## src/rtl/kp_pkg.sv

```systemverilog
package kp_pkg;
    typedef enum logic [1:0] {
        KP_IDLE  = 2'd0,
        KP_START = 2'd1,
        KP_ROW   = 2'd2,
        KP_GAP   = 2'd3
    } kp_mode_e;
endpackage

```

## src/rtl/kp_row_pick.sv

```systemverilog
// Finds the lowest active row whose index is at or above base.
module kp_row_pick #(
    parameter int NUM_ROWS = 16,
    localparam int ROW_W = $clog2(NUM_ROWS)
) (
    input  logic [NUM_ROWS-1:0] row_active,
    input  logic [ROW_W:0]      base,
    output logic                found,
    output logic [ROW_W-1:0]    idx
);
    always_comb begin
        found = 1'b0;
        idx   = '0;
        for (int i = NUM_ROWS - 1; i >= 0; i--) begin
            if (row_active[i] && ((ROW_W+1)'(i) >= base)) begin
                found = 1'b1;
                idx   = ROW_W'(i);
            end
        end
    end
endmodule

```

## src/rtl/kp_col_filter.sv

```systemverilog
// Column accumulator: a column survives only if asserted on every sample.
module kp_col_filter #(
    parameter int NUM_COLS = 8
) (
    input  logic                clk,
    input  logic                rst_n,
    input  logic                load,
    input  logic                hold,
    input  logic [NUM_COLS-1:0] col_in,
    output logic [NUM_COLS-1:0] pressed_q
);
    logic [NUM_COLS-1:0] pressed_d;

    always_comb begin
        pressed_d = pressed_q;
        if (load)
            pressed_d = col_in;
        else if (hold)
            pressed_d = pressed_q & col_in;
    end

    always_ff @(posedge clk or negedge rst_n) begin
        if (!rst_n) pressed_q <= '0;
        else        pressed_q <= pressed_d;
    end
endmodule

```

## src/rtl/kp_wake_gate.sv

```systemverilog
// Idle-time row drive and wake detection under the per-row masks.
module kp_wake_gate #(
    parameter int NUM_ROWS = 16,
    parameter int NUM_COLS = 8
) (
    input  logic                         clk,
    input  logic                         rst_n,
    input  logic                         idle,
    input  logic [NUM_ROWS-1:0]          row_active,
    input  logic [NUM_ROWS*NUM_COLS-1:0] wake_mask,
    input  logic [NUM_COLS-1:0]          col_in,
    output logic [NUM_ROWS-1:0]          drive_n,
    output logic                         wake_q
);
    logic [NUM_ROWS-1:0] row_on;
    logic [NUM_COLS-1:0] col_en;
    logic                wake_d;

    for (genvar r = 0; r < NUM_ROWS; r++) begin : g_row
        assign row_on[r] = row_active[r] & ~(&wake_mask[r*NUM_COLS +: NUM_COLS]);
    end

    always_comb begin
        col_en = '0;
        for (int r = 0; r < NUM_ROWS; r++) begin
            if (row_on[r])
                col_en = col_en | ~wake_mask[r*NUM_COLS +: NUM_COLS];
        end
        drive_n = ~row_on;
        wake_d  = idle & (|(col_in & col_en));
    end

    always_ff @(posedge clk or negedge rst_n) begin
        if (!rst_n) wake_q <= 1'b0;
        else        wake_q <= wake_d;
    end
endmodule

```

## src/rtl/kp_scan_engine.sv

```systemverilog
module kp_scan_engine
    import kp_pkg::*;
#(
    parameter int NUM_ROWS  = 16,
    parameter int NUM_COLS  = 8,
    parameter int DBNC_W    = 10,
    parameter int RPT_W     = 12,
    parameter int START_DLY = 5,
    parameter int SETTLE    = 7,
    localparam int ROW_W    = $clog2(NUM_ROWS),
    localparam int COL_W    = $clog2(NUM_COLS),
    localparam int ENT_W    = 1 + ROW_W + COL_W
) (
    input  logic                         clk,
    input  logic                         rst_n,
    input  logic                         scan_en,
    input  logic [NUM_ROWS-1:0]          row_active,
    input  logic [DBNC_W-1:0]            debounce_cnt,
    input  logic [RPT_W-1:0]             repeat_cnt,
    input  logic [NUM_ROWS*NUM_COLS-1:0] wake_mask,
    input  logic [NUM_COLS-1:0]          col_in,
    output logic [NUM_ROWS-1:0]          row_drive_n,
    output logic                         key_valid,
    output logic [ENT_W-1:0]             key_entry,
    output logic                         wake_req
);
    localparam int CNT_W = ((RPT_W > DBNC_W) ? RPT_W : DBNC_W) + 2;

    typedef struct packed {
        kp_mode_e             mode;
        logic [ROW_W-1:0]     row;
        logic [CNT_W-1:0]     cnt;
        logic                 kv;
        logic [ENT_W-1:0]     ke;
    } state_t;

    state_t q, d;

    logic [CNT_W-1:0]    db_ext, dwell_last, samp_last, emit_first, rpt_ext;
    logic                in_row, load, hold, emitting, pick_found;
    logic [COL_W-1:0]    col_sel;
    logic [ROW_W:0]      pick_base;
    logic [ROW_W-1:0]    pick_idx;
    logic [NUM_COLS-1:0] pressed_q;
    logic [NUM_ROWS-1:0] wake_drive_n;
    logic                scan_idle;

    assign scan_idle  = (q.mode == KP_IDLE);
    assign db_ext     = CNT_W'(debounce_cnt);
    assign rpt_ext    = CNT_W'(repeat_cnt);
    assign samp_last  = CNT_W'(SETTLE) + db_ext;
    assign emit_first = CNT_W'(SETTLE + 1) + db_ext;
    assign dwell_last = CNT_W'(SETTLE + NUM_COLS) + db_ext;
    assign in_row     = (q.mode == KP_ROW);
    assign load       = in_row && (q.cnt == CNT_W'(SETTLE));
    assign hold       = in_row && (q.cnt > CNT_W'(SETTLE)) && (q.cnt <= samp_last);
    assign emitting   = in_row && (q.cnt >= emit_first);
    assign col_sel    = COL_W'(q.cnt - emit_first);
    assign pick_base  = in_row ? ({1'b0, q.row} + 1'b1) : '0;

    kp_row_pick #(.NUM_ROWS(NUM_ROWS)) u_pick (
        .row_active (row_active),
        .base       (pick_base),
        .found      (pick_found),
        .idx        (pick_idx)
    );

    kp_col_filter #(.NUM_COLS(NUM_COLS)) u_filter (
        .clk       (clk),
        .rst_n     (rst_n),
        .load      (load),
        .hold      (hold),
        .col_in    (col_in),
        .pressed_q (pressed_q)
    );

    kp_wake_gate #(.NUM_ROWS(NUM_ROWS), .NUM_COLS(NUM_COLS)) u_wake (
        .clk        (clk),
        .rst_n      (rst_n),
        .idle       (scan_idle),
        .row_active (row_active),
        .wake_mask  (wake_mask),
        .col_in     (col_in),
        .drive_n    (wake_drive_n),
        .wake_q     (wake_req)
    );

    always_comb begin
        d     = q;
        d.cnt = q.cnt + 1'b1;
        d.kv  = scan_en && emitting && pressed_q[col_sel];
        d.ke  = {1'b1, q.row, col_sel};
        unique case (q.mode)
            KP_IDLE: begin
                d.cnt = '0;
                if (scan_en) d.mode = KP_START;
            end
            KP_START, KP_ROW: begin
                if ((q.mode == KP_START && q.cnt >= CNT_W'(START_DLY - 1)) ||
                    (q.mode == KP_ROW && q.cnt >= dwell_last)) begin
                    d.cnt = '0;
                    if (pick_found) begin
                        d.mode = KP_ROW;
                        d.row  = pick_idx;
                    end else if (repeat_cnt == '0) begin
                        d.mode = KP_START;
                    end else begin
                        d.mode = KP_GAP;
                    end
                end
            end
            KP_GAP: begin
                if (q.cnt + 1'b1 >= rpt_ext) begin
                    d.cnt  = '0;
                    d.mode = KP_START;
                end
            end
            default: d.mode = KP_IDLE;
        endcase
        if (!scan_en) begin
            d.mode = KP_IDLE;
            d.cnt  = '0;
        end
    end

    always_ff @(posedge clk or negedge rst_n) begin
        if (!rst_n) q <= '0;
        else        q <= d;
    end

    always_comb begin
        row_drive_n = '1;
        if (q.mode == KP_ROW)
            row_drive_n[q.row] = 1'b0;
        else if (q.mode == KP_IDLE)
            row_drive_n = wake_drive_n;
    end

    assign key_valid = q.kv;
    assign key_entry = q.ke;
endmodule

```

## config.mk

```make
export PLATFORM = sky130hd
export DESIGN_NAME = kp_scan_engine
export DESIGN_NICKNAME = d
export VERILOG_FILES = /design/src/rtl/kp_pkg.sv /design/src/rtl/kp_row_pick.sv /design/src/rtl/kp_col_filter.sv /design/src/rtl/kp_wake_gate.sv /design/src/rtl/kp_scan_engine.sv
export SDC_FILE = /design/constraint.sdc
export NUM_CORES = 1
export LEC_CHECK = 0
export BUFFER_PORTS_ARGS = -buffer_cell sky130_fd_sc_hd__buf_2
export CORE_AREA = 2 2 117 119
export DETAILED_ROUTE_END_ITERATION = 10
export DIE_AREA = 0 0 119 121
export PLACE_DENSITY = 0.67
export REMOVE_ABC_BUFFERS = 1
export SETUP_SLACK_MARGIN = 0.4
export SYNTH_ARGS = -nofsm -noshare
export SYNTH_HDL_FRONTEND = slang
export SYNTH_SLANG_ARGS = --single-unit
```

## constraint.sdc

```tcl
create_clock -name clk -period 8.3 [get_ports clk]
set_clock_uncertainty 0.15 [all_clocks]
set_input_delay 1.66 -clock clk [delete_from_list [all_inputs] [get_ports clk]]
set_output_delay 1.66 -clock clk [all_outputs]
set_load 0.05 [all_outputs]
```

==> impl_metrics.py <==
metrics = {
    "worst_setup_path": {
        "crit_path_start_kind": "primary input",
        "end_kind": "flop",
        "reg2reg_depth": 13,
        "path_max_fanout": 6,
        "critical_path_class": "primary input to flop",
        "cp.arrival_ps": 4700,
        "required_ps": 8330,
    },
    "placement": {
        "io_buffers": 202,
        "gp_congestion": 1.095,
        "place_worst_setup_slack_ps": 3353,
        "place_area_um2": 6217,
        "hpwl_um": 18520,
    },
    "yosys": {
        "syn-cell-area_um2": 5170,
        "syn_avg_cell_area_um2": 7.751,
        "ys_seq_elements": 38,
        "synthTopCellsByCount": "nor2_1 (71), o22ai_1 (66), ha_1 (56), nand4_1 (40), dfrtp_1 (38)",
        "synth.top_cell.area_share": 0.1839,
        "ys_warn_count": 0,
        "yosysTopAreaCell": "dfrtp_1",
        "synth.area.top_cells": "dfrtp_1 (18%), ha_1 (14%), o22ai_1 (8.0%)",
        "synth.distinct_cells": 82,
        "synthCells": 667,
        "synth_flop_cell": "dfrtp_1",
        "synth.most_common_cell": "nor2_1",
        "yosysSeqAreaShare": 0.1839,
        "synth_edf_count": 0,
        "synth_async_sr_flop_share": 1.000,
    },
    "floorplanning": {
        "rows": 42,
        "dieArea_um2": 14400,
        "initial_utilization": 0.3951,
        "ios": 203,
        "die_height_um": 121,
        "die_w_um": 119,
        "core-area_um2": 13090,
    },
    "timing": {
        "finalCriticalPeriod_ps": 4678,
        "finalSetupTns_ps": 0,
        "rsz0062_at_grt": "no",
        "hold_violations": 0,
        "timing.slew.headroom": 0.4186,
        "fin_crit_sh": 0.5637,
        "setup_viol": 0,
        "slew_viol_final": 0,
        "max_freq_ghz": 0.2137,
        "worst_slack_ps": 3622,
        "worstMarginPinSlew_ps": 872.1,
    },
    "detailed_routing": {
        "dr.pass1.iters": 5,
        "drt_iter0_markers": 757,
        "routedWlPerCell_um": 21.95,
        "finalWirelength_um": 22320,
        "vias": 6359,
        "viasPerCell": 6.253,
        "antenna_left": 0,
        "route.detailed.drc": 0,
    },
    "grt": {
        "grt_pass1_wl_um": 34050,
        "grt_max_degree": 48,
        "overflow": 0,
        "track_usage": 0.3062,
        "grt_pass1_vias": 6013,
        "antenna_found_initial": 2,
    },
    "clocking": {
        "cts_hold_buf": 0,
        "cts-htree-levels": 2,
        "post_cts_resized": 0,
        "clkLatencyLatePin_ps": 290,
        "clockBufferDepth": 2,
        "postCtsSetupRepairBufs": 0,
        "cts_buffers": 5,
        "cts_sinks": 38,
        "cts_root_buffer": "clkbuf_16",
        "cts_tree": "built",
        "path_clk_slew_ps": 60,
    },
    "power": {
        "internal_power_uw": 442.4,
        "power_frac_seq": 0.283,
        "p_sw_frac": 0.3389,
        "leakage_uw": 0.002945,
        "comb_power_share": 0.338,
        "clockPowerShare": 0.380,
        "peakVddDrop_mv": 0.09023,
        "p_sw_uw": 226.8,
        "p_per_area_nw_per_um2": 104.3,
    },
    "finish": {
        "drive_above_1_share": 0.2655,
        "nNetsFinal": 1073,
        "area_growth_pct": 24.06,
        "final_cell_area_um2": 6414,
    },
    "outcome": {
        "outcome": "finished, final reports clean",
    },
    "job": {
        "max_cap_viol_count": 0,
    },
    "min_path": {
        "hp-class": "flop to flop",
        "min_path_cells": 1,
    },
}
kinds of logic after synthesis:
| group | Yosys count | share of synthesized area |
|---|---|---|
| simple gates | 250 | 0.2611 |
| compound gates | 194 | 0.2621 |
| buf+inv | 83 | 0.07018 |
| fa+ha+maj | 58 | 0.1413 |
| flops | 38 | 0.1839 |
| xor+xnor | 35 | 0.05929 |
| mux | 8 | 0.02130 |
| other cells | 1 | 0.0007253 |
routing by layer:
metal	wire length, um	vias to the layer above	part of all wire	GRT usage
met3	2501	67	0.11	0.08365
met4	759	2	0.034	0.08259
met2	9553	385	0.43	0.4652
met1	9493	2991	0.43	0.4273
met5	13	-	0.00058	0
li1	-	2914	-	-
power groups by stage:
stage	clock network [uW]	registers (uW)	logic, uW
after global routing	266	189	241
after detailed placement	0	193	219
after global placement	0	193	221
final	254	189	226
after CTS	259	189	220
after floorplan	0	201	106
critical path: stages:
cell and delay, ps:
buf_2 130, ha_1 260, a21oi_1 290, nor2_1 100
xnor2_1 180, ha_1 280, a211o_1 300, a21oi_1 160
a21o_1 130, a31oi_1 50, o21ai_0 550, nand2b_1 260
mux2_1 330
placed cells by master (no fill, tap or decap), types with 4 or more instances in the layout:
cell | synthesis | routed
buf_2 | 8 | 202
nor2_1 | 71 | 71
o22ai_1 | 66 | 66
ha_1 | 56 | 55
nand4_1 | 40 | 40
dfrtp_1 | 38 | 38
inv_1 | 36 | 36
nand2_1 | 35 | 35
nor4_1 | 27 | 27
xnor2_1 | 22 | 22
a31oi_1 | 20 | 20
nand3_1 | 19 | 19
a21oi_1 | 17 | 17
nor2b_1 | 15 | 15
xor2_1 | 13 | 13
o21ai_0 | 10 | 10
o22a_1 | 10 | 10
clkinv_1 | 9 | 9
o21a_1 | 8 | 8
nand2b_1 | 7 | 7
nor3_1 | 5 | 5
a21o_1 | 5 | 5
or3_1 | 5 | 5
nand4bb_1 | 5 | 5
a22oi_1 | 5 | 5
a32oi_1 | 5 | 5
clkbuf_16 | 0 | 5
o31ai_1 | 4 | 4
o211ai_1 | 4 | 4
registers in the layout, summed over array words and instances, names as in the netlist:
name	flops
key_entry	8
u_wake.wake_q	1
d	4
q	16
key_valid	1
u_filter.pressed_q	8
worst paths after layout:
| check | start | to | slack, ps |
|---|---|---|---|
| worst max-delay path | debounce_cnt[3] | d[3] | 3620 |
| worst min-delay path | u_filter.pressed_q[6] | u_filter.pressed_q[6] | 360 |
| worst max register to register | q[10] | q[17] | 4560 |
| worst min register to register | u_filter.pressed_q[6] | u_filter.pressed_q[6] | 360 |
| max in group asynchronous | rst_n | d[6] | 6120 |
| min in group asynchronous | rst_n | key_valid | 1320 |
layout make-up:
| cell class | instances | area, um^2 |
|---|---|---|
| Multi-Input combinational cell | 546 | 3859 |
| Tap cell | 176 | 220.2 |
| Timing Repair Buffer | 203 | 1018 |
| Clock buffer | 5 | 125.1 |
| Sequential cell | 38 | 950.9 |
| Fill cell | 1339 | 6671 |
| Inverter | 45 | 168.9 |
| Clock inverter | 3 | 68.82 |
| Antenna cell | 1 | 2.502 |
metrics by stage:
stage | total power [uW] | util | hold WS [ps] | std cells
after floorplan | 306.5 | - | 301.3 | 629
after global placement | 413.5 | 0.4751 | 338.4 | 1008
after detailed placement | 412.0 | 0.4751 | 343.2 | 1008
after CTS | 667.9 | 0.4900 | 357.5 | 1016
after global routing | 695.8 | 0.4902 | 368.6 | 1017
final | 669.2 | 0.4902 | 356.0 | 1017
No activity file was read; power rests on OpenSTA's default activity.
